### src/rtl/batmon_pkg.sv
package batmon_pkg;

    typedef enum logic [1:0] {
        PH_IDLE   = 2'd0,
        PH_SETTLE = 2'd1,
        PH_READ   = 2'd2
    } phase_e;

    typedef struct packed {
        phase_e phase;
        logic   low;
        logic   mon;
    } ctl_t;

endpackage

### src/rtl/batmon_period.sv
module batmon_period #(
    parameter int PERIOD_TICKS = 10000
) (
    input  logic clk,
    input  logic rst,
    input  logic tick,
    output logic wrap_o
);
    localparam int CW = (PERIOD_TICKS > 1) ? $clog2(PERIOD_TICKS) : 1;
    localparam logic [CW-1:0] LAST = CW'(PERIOD_TICKS - 1);

    typedef struct packed {
        logic [CW-1:0] cnt;
    } per_t;

    per_t per_d, per_q;

    always_comb begin
        per_d  = per_q;
        wrap_o = tick && (per_q.cnt == LAST);
        if (tick) begin
            per_d.cnt = wrap_o ? '0 : per_q.cnt + 1'b1;
        end
    end

    always_ff @(posedge clk) begin
        if (rst) per_q <= '0;
        else     per_q <= per_d;
    end
endmodule

### src/rtl/batmon_window.sv
module batmon_window #(
    parameter int WINDOW_TICKS = 8,
    parameter int SETTLE_TICKS = 4
) (
    input  logic clk,
    input  logic rst,
    input  logic tick,
    input  logic active_i,
    output logic settle_o,
    output logic end_o
);
    localparam int CW = $clog2(WINDOW_TICKS + 1);
    localparam logic [CW-1:0] SETTLE_LAST = CW'(SETTLE_TICKS - 1);
    localparam logic [CW-1:0] WIN_LAST    = CW'(WINDOW_TICKS - 1);

    typedef struct packed {
        logic [CW-1:0] cnt;
    } win_t;

    win_t win_d, win_q;

    always_comb begin
        win_d    = win_q;
        settle_o = active_i && tick && (win_q.cnt == SETTLE_LAST);
        end_o    = active_i && tick && (win_q.cnt == WIN_LAST);
        if (!active_i) begin
            win_d.cnt = '0;
        end else if (tick) begin
            win_d.cnt = win_q.cnt + 1'b1;
        end
    end

    always_ff @(posedge clk) begin
        if (rst) win_q <= '0;
        else     win_q <= win_d;
    end
endmodule

### src/rtl/batmon_shift.sv
module batmon_shift #(
    parameter int DATA_W    = 8,
    parameter int SCLK_HALF = 4
) (
    input  logic              clk,
    input  logic              rst,
    input  logic              run_i,
    input  logic              sdi_i,
    output logic              sclk_o,
    output logic              done_o,
    output logic [DATA_W-1:0] word_o
);
    localparam int NW = $clog2(DATA_W + 1);
    localparam logic [NW-1:0] NBITS   = NW'(DATA_W);
    localparam logic [NW-1:0] LASTBIT = NW'(DATA_W - 1);

    typedef struct packed {
        logic              sclk;
        logic [NW-1:0]     nbits;
        logic [DATA_W-1:0] sh;
    } shf_t;

    shf_t s_d, s_q;
    logic busy;
    logic half_done;
    logic toggle;
    logic capture;

    assign busy = (s_q.nbits < NBITS) || s_q.sclk;

    generate
        if (SCLK_HALF == 1) begin : g_nodiv
            assign half_done = 1'b1;
        end else begin : g_div
            localparam int DW = $clog2(SCLK_HALF);
            localparam logic [DW-1:0] DLAST = DW'(SCLK_HALF - 1);
            logic [DW-1:0] div_d, div_q;

            always_comb begin
                half_done = (div_q == DLAST);
                if (!run_i || !busy || half_done) div_d = '0;
                else                              div_d = div_q + 1'b1;
            end

            always_ff @(posedge clk) begin
                if (rst) div_q <= '0;
                else     div_q <= div_d;
            end
        end
    endgenerate

    assign toggle  = run_i && busy && half_done;
    assign capture = toggle && !s_q.sclk;
    assign word_o  = {s_q.sh[DATA_W-2:0], sdi_i};
    assign done_o  = capture && (s_q.nbits == LASTBIT);
    assign sclk_o  = s_q.sclk;

    always_comb begin
        s_d = s_q;
        if (!run_i) begin
            s_d = '0;
        end else if (toggle) begin
            s_d.sclk = !s_q.sclk;
            if (capture) begin
                s_d.sh    = word_o;
                s_d.nbits = s_q.nbits + 1'b1;
            end
        end
    end

    always_ff @(posedge clk) begin
        if (rst) s_q <= '0;
        else     s_q <= s_d;
    end
endmodule

### src/rtl/batmon_seq.sv
module batmon_seq #(
    parameter int PERIOD_TICKS = 10000,
    parameter int WINDOW_TICKS = 8,
    parameter int SETTLE_TICKS = 4,
    parameter int DATA_W       = 8,
    parameter int SCLK_HALF    = 4,
    parameter int LOW_CODE     = 217
) (
    input  logic clk,
    input  logic rst,
    input  logic ms_tick,
    input  logic adc_dout,
    output logic adc_pwr_n,
    output logic adc_sel_n,
    output logic adc_sclk,
    output logic batt_low,
    output logic mon_enable
);
    import batmon_pkg::*;

    localparam logic [DATA_W-1:0] LOW_WORD = DATA_W'(LOW_CODE);

    ctl_t c_d, c_q;
    logic wrap;
    logic settle_hit;
    logic end_hit;
    logic active;
    logic run;
    logic done;
    logic [DATA_W-1:0] word;

    assign active = (c_q.phase != PH_IDLE);

    batmon_period #(.PERIOD_TICKS(PERIOD_TICKS)) u_period (
        .clk    (clk),
        .rst    (rst),
        .tick   (ms_tick),
        .wrap_o (wrap)
    );

    batmon_window #(
        .WINDOW_TICKS (WINDOW_TICKS),
        .SETTLE_TICKS (SETTLE_TICKS)
    ) u_window (
        .clk      (clk),
        .rst      (rst),
        .tick     (ms_tick),
        .active_i (active),
        .settle_o (settle_hit),
        .end_o    (end_hit)
    );

    batmon_shift #(
        .DATA_W    (DATA_W),
        .SCLK_HALF (SCLK_HALF)
    ) u_shift (
        .clk    (clk),
        .rst    (rst),
        .run_i  (run),
        .sdi_i  (adc_dout),
        .sclk_o (adc_sclk),
        .done_o (done),
        .word_o (word)
    );

    always_comb begin
        c_d = c_q;
        unique case (c_q.phase)
            PH_IDLE: begin
                if (wrap && c_q.mon) c_d.phase = PH_SETTLE;
            end
            PH_SETTLE: begin
                if (end_hit)         c_d.phase = PH_IDLE;
                else if (settle_hit) c_d.phase = PH_READ;
            end
            PH_READ: begin
                if (end_hit) c_d.phase = PH_IDLE;
            end
            default: c_d.phase = PH_IDLE;
        endcase
        if (done && (word <= LOW_WORD)) begin
            c_d.low = 1'b1;
            c_d.mon = 1'b0;
        end
    end

    // the shifter runs only while selection holds across this edge, so it
    // clears in the same cycle the window closes
    assign run = (c_q.phase == PH_READ) && (c_d.phase == PH_READ);

    always_ff @(posedge clk) begin
        if (rst) begin
            c_q.phase <= PH_SETTLE;
            c_q.low   <= 1'b0;
            c_q.mon   <= 1'b1;
        end else begin
            c_q <= c_d;
        end
    end

    assign adc_pwr_n  = (c_q.phase == PH_IDLE);
    assign adc_sel_n  = (c_q.phase != PH_READ);
    assign batt_low   = c_q.low;
    assign mon_enable = c_q.mon;
endmodule

### config.mk
export PLATFORM = sky130hd
export DESIGN_NAME = batmon_seq
export DESIGN_NICKNAME = d
export VERILOG_FILES = /design/src/rtl/batmon_pkg.sv /design/src/rtl/batmon_period.sv /design/src/rtl/batmon_window.sv /design/src/rtl/batmon_shift.sv /design/src/rtl/batmon_seq.sv
export SDC_FILE = /design/constraint.sdc
export NUM_CORES = 1
export LEC_CHECK = 0
export BUFFER_PORTS_ARGS = -buffer_cell sky130_fd_sc_hd__buf_2
export CAP_MARGIN = 20
export CORE_UTILIZATION = 45
export DETAILED_ROUTE_END_ITERATION = 6
export SLEW_MARGIN = 20
export SYNTH_ARGS = -nofsm -noshare
export SYNTH_HDL_FRONTEND = slang
export SYNTH_SLANG_ARGS = --single-unit
### constraint.sdc
create_clock -name clk -period 2.3 [get_ports clk]
set_input_delay 0.46 -clock clk [delete_from_list [all_inputs] [get_ports clk]]
set_output_delay 0.46 -clock clk [all_outputs]
set_load 0.01 [all_outputs]
==> metrics.md <==
| Metric | Value |
|---|---|
| FMAX | 487 MHz |
| Worst reg2reg path depth | 4 |
| Syn Area/Cell | 8.85 um^2 |
| Overall power | 1050 uW |
| Largest fanout on the critical path | 12 |
| Clock Power Share | 0.354 |
| Final wirelength | 2.67 mm |
| Worst setup EP type | flip-flop |
| Via/cell ratio | 5.23 |
| CP max-delay cell | or4_4 |
| Drt drc | 0 |
| Pwr dens | 630 nW/um^2 |
| Total grt overflow | 0 |
| Setup WS post-layout | 0.245 ns |
| Post-layout min period | 2.05 ns |
| Worst path cell trace | or4b_1 > or4_4 > nand2b_1 > o22ai_1 |
| WS Path Type | flip-flop to flip-flop |
| Setup TNS | 0 ns |
| Post-synth EDFFs | 0 |
| Crit path launch | u_period.per_q[6] |
| Cell total after placement | 221 |
| Critical path data arrival time | 2.26 ns |
| Clock latency on the worst-skew pair | 0.33 ns |
| NetSw | 229 uW |
| Syn nets | 178 |
| Buffers & Inverters on Critical Path | 0 |
| Simple-Gate Fraction of Synth Area | 0.246 |
| Seq/Total Area, Yosys | 0.479 |
| First-pass DRT Iterations | 4 |
| Number of global-route vias before repair | 1,090 |
| Hold Crit Start | adc_dout |
| IO Pins | 9 |
| Vias after detailed routing | 1,192 |
| Library cells used by synthesis | 35 |
| Post-Place Worst Slack | 0.275 ns |
| Postcts setup bufs | 0 |
| WL/cell | 11.7 um |
| Outcome | finished clean |
| Worst R2R Setup Slack | 0.25 ns |
| Largest net degree at the start of global routing | 17 |
| CP top delay family | simple AND/OR/NAND/NOR gates |
| Half-perimeter wire length after placement | 1.87 mm |
| CTS root buf | clkbuf_4 |
| Area Overhead vs Synth | 11.1% |
| Async SR Flop Fraction | 0 |
| Final hold slack | 0.353 ns |
| Mux cell area share after synthesis | 0.00666 |
| Non-Filler Instances | 228 |
| Die Y | 59.8 um |
| Pleak | 0.000588 uW |
| Reg2reg start | u_period.per_q[6] |
| Number of port buffers | 8 |
| Critical path startpoint category | flip-flop |
| Fraction of layout cells with a size suffix above 1 | 0.120 |
| CTS clk-pin slew, worst paths | 0.10 ns |
| Inserted Clock Buffers | 5 |
| Yosys warns | 0 |
| Fillers | 316 |
| Final Hold Vio Count | 0 |
| WHS Path Cells | 3 |
| Worst-Margin Slew | 0.499 ns |
| Gate power share | 0.041 |
| CTS Hold Bufs | 0 |
| Total of max-cap violations | 0 |
| Yosys reg bits | 36 |
| Cell Rows | 20 |
| # diodes | 0 |
| CP peak stage delay | 0.57 ns |
| CTS tree | built |
| H-Tree Depth | 2 |
| Clock Skews | 0.00671 ns |
| CTS resizes | 0 |
| Int Pwr | 823 uW |
| Die area | 3580 um^2 |
| Clock Tree Buf Depth | 2 |
| Die width | 59.8 um |
| First-pass GRT wire length | 4.59 mm |
| Fin crit share | 0.893 |
| Setup violators final | 0 |
| CTS Sinks | 36 |
| Worst Hold Class | input port to flip-flop |
| Synth Area in XOR/XNOR | 0.0990 |
| Hold endpoint | u_shift.word_o[1] |
| Post-Synth Adder-Cell Area | 0.0333 |
| RSZ-0062 raised after global routing | false |
| Antenna-violating nets left | 0 |
| Max Slew Vio Count | 0 |
| Maximum vdd drop | 0.334 mV |
| Compound-Gate Fraction of Synth Area | 0.105 |
| Sequential fraction of design power | 0.606 |
| WP data required | 2.51 ns |
| Sw Share | 0.217 |
| Cell area after synthesis | 1500 um^2 |
| Nets | 192 |
| Core area | 3100 um^2 |
| Worst slew margin | 0.667 |
| Antenna violations before repair | 0 |
| Largest family of logic cells by synthesized area | simple AND/OR/NAND/NOR gates |
| Initial core utilization | 0.485 |
| Gp weighted congestion | 0.765 |
| Initial DRC Count | 37 |
| Synth Instances | 170 |
| Post-synth top flop | dfxtp_1 |
| GRT Util Overall | 0.176 |
| Worst r2r dst | u_period.per_q[0] |
cells by family after synthesis:
group,after synthesis
and+or+nand+nor,78
DFF,36
AOI/OAI and AO/OA,23
xor gates and xnor gates,17
buffers and inverters,11
adders and majority gates,4
muxes,1
worst reg2reg max path: stages, from the launching register on:
cell	delay [ns]
dfxtp_1	0.37
or4b_1	0.51
or4_4	0.57
nand2b_1	0.36
o22ai_1	0.11
placed cells by master (no fill, tap or decap), types with 6 or more instances in the layout:
cell	instances
nor2_1	24
nand4_1	7
buf_2	8
xor2_1	6
nand3_1	6
xnor2_1	11
inv_1	6
a21oi_1	9
dfxtp_1	36
nand2_1	22
Yosys cell counts, drive strengths merged, types with 2 or more instances:
| cell type | number | area share |
|---|---|---|
| o22ai | 2 | 0.0083 |
| xor2 | 6 | 0.035 |
| nor4 | 2 | 0.0083 |
| o21ai | 2 | 0.0067 |
| nand4 | 7 | 0.029 |
| xnor2 | 11 | 0.064 |
| ha | 4 | 0.033 |
| nand3 | 6 | 0.020 |
| buf | 2 | 0.0083 |
| nor2 | 24 | 0.060 |
| nand2 | 22 | 0.055 |
| a21oi | 9 | 0.030 |
| clkbuf | 3 | 0.0075 |
| nor3 | 5 | 0.017 |
| inv | 6 | 0.015 |
| nand2b | 5 | 0.021 |
| a2111oi | 2 | 0.012 |
| dfxtp | 36 | 0.48 |
state kept, by name, summed over array words and instances (netlist names), 2 cells and up:
register / count
u_period.per_q: 14
u_shift.s_q: 4
u_window.win_q: 4
c_q: 2
u_shift.g_div.div_q: 2
u_shift.word_o: 7
power groups by stage:
stage / combinational [uW] / sequential, uW / clock (uW)
floorplan: 28.0 / 653 / 0
global placement: 41.6 / 651 / 0
detailed placement: 42.8 / 651 / 0
CTS: 43.1 / 637 / 386
global route: 47.4 / 638 / 416
finish: 42.6 / 637 / 372
metrics by stage:
step                 util  area (um^2)
finish              0.538         1670
global route        0.538         1670
global placement    0.517         1610
CTS                 0.538         1670
floorplan               -         1500
detailed placement  0.517         1610
how the worst max path moves through the flow:
stage,endpoint,cells after the start
floorplan,u_period.per_q[11],5
global placement,u_period.per_q[0],4
detailed placement,u_period.per_q[0],4
CTS,u_period.per_q[0],4
global route,u_period.per_q[0],4
finish,u_period.per_q[0],4
per-layer routing:
metal  up-vias  global-route usage  wire length, um
met2        22               0.271             1160
met3         8              0.0455              119
met5         -                   0                0
met1       549               0.217             1320
li1        613                   -                -
met4         0               0.110               66
area by class of cell:
cell class	instances	area (um^2)	area share
multi-input combinational	123	737	0.441
sequential	36	721	0.431
timing repair buffer	12	70.1	0.0419
clock buffer	7	65.1	0.0390
tap	44	55.1	0.0330
inverter	6	22.5	0.0135
(Power assumes the default switching activity.)
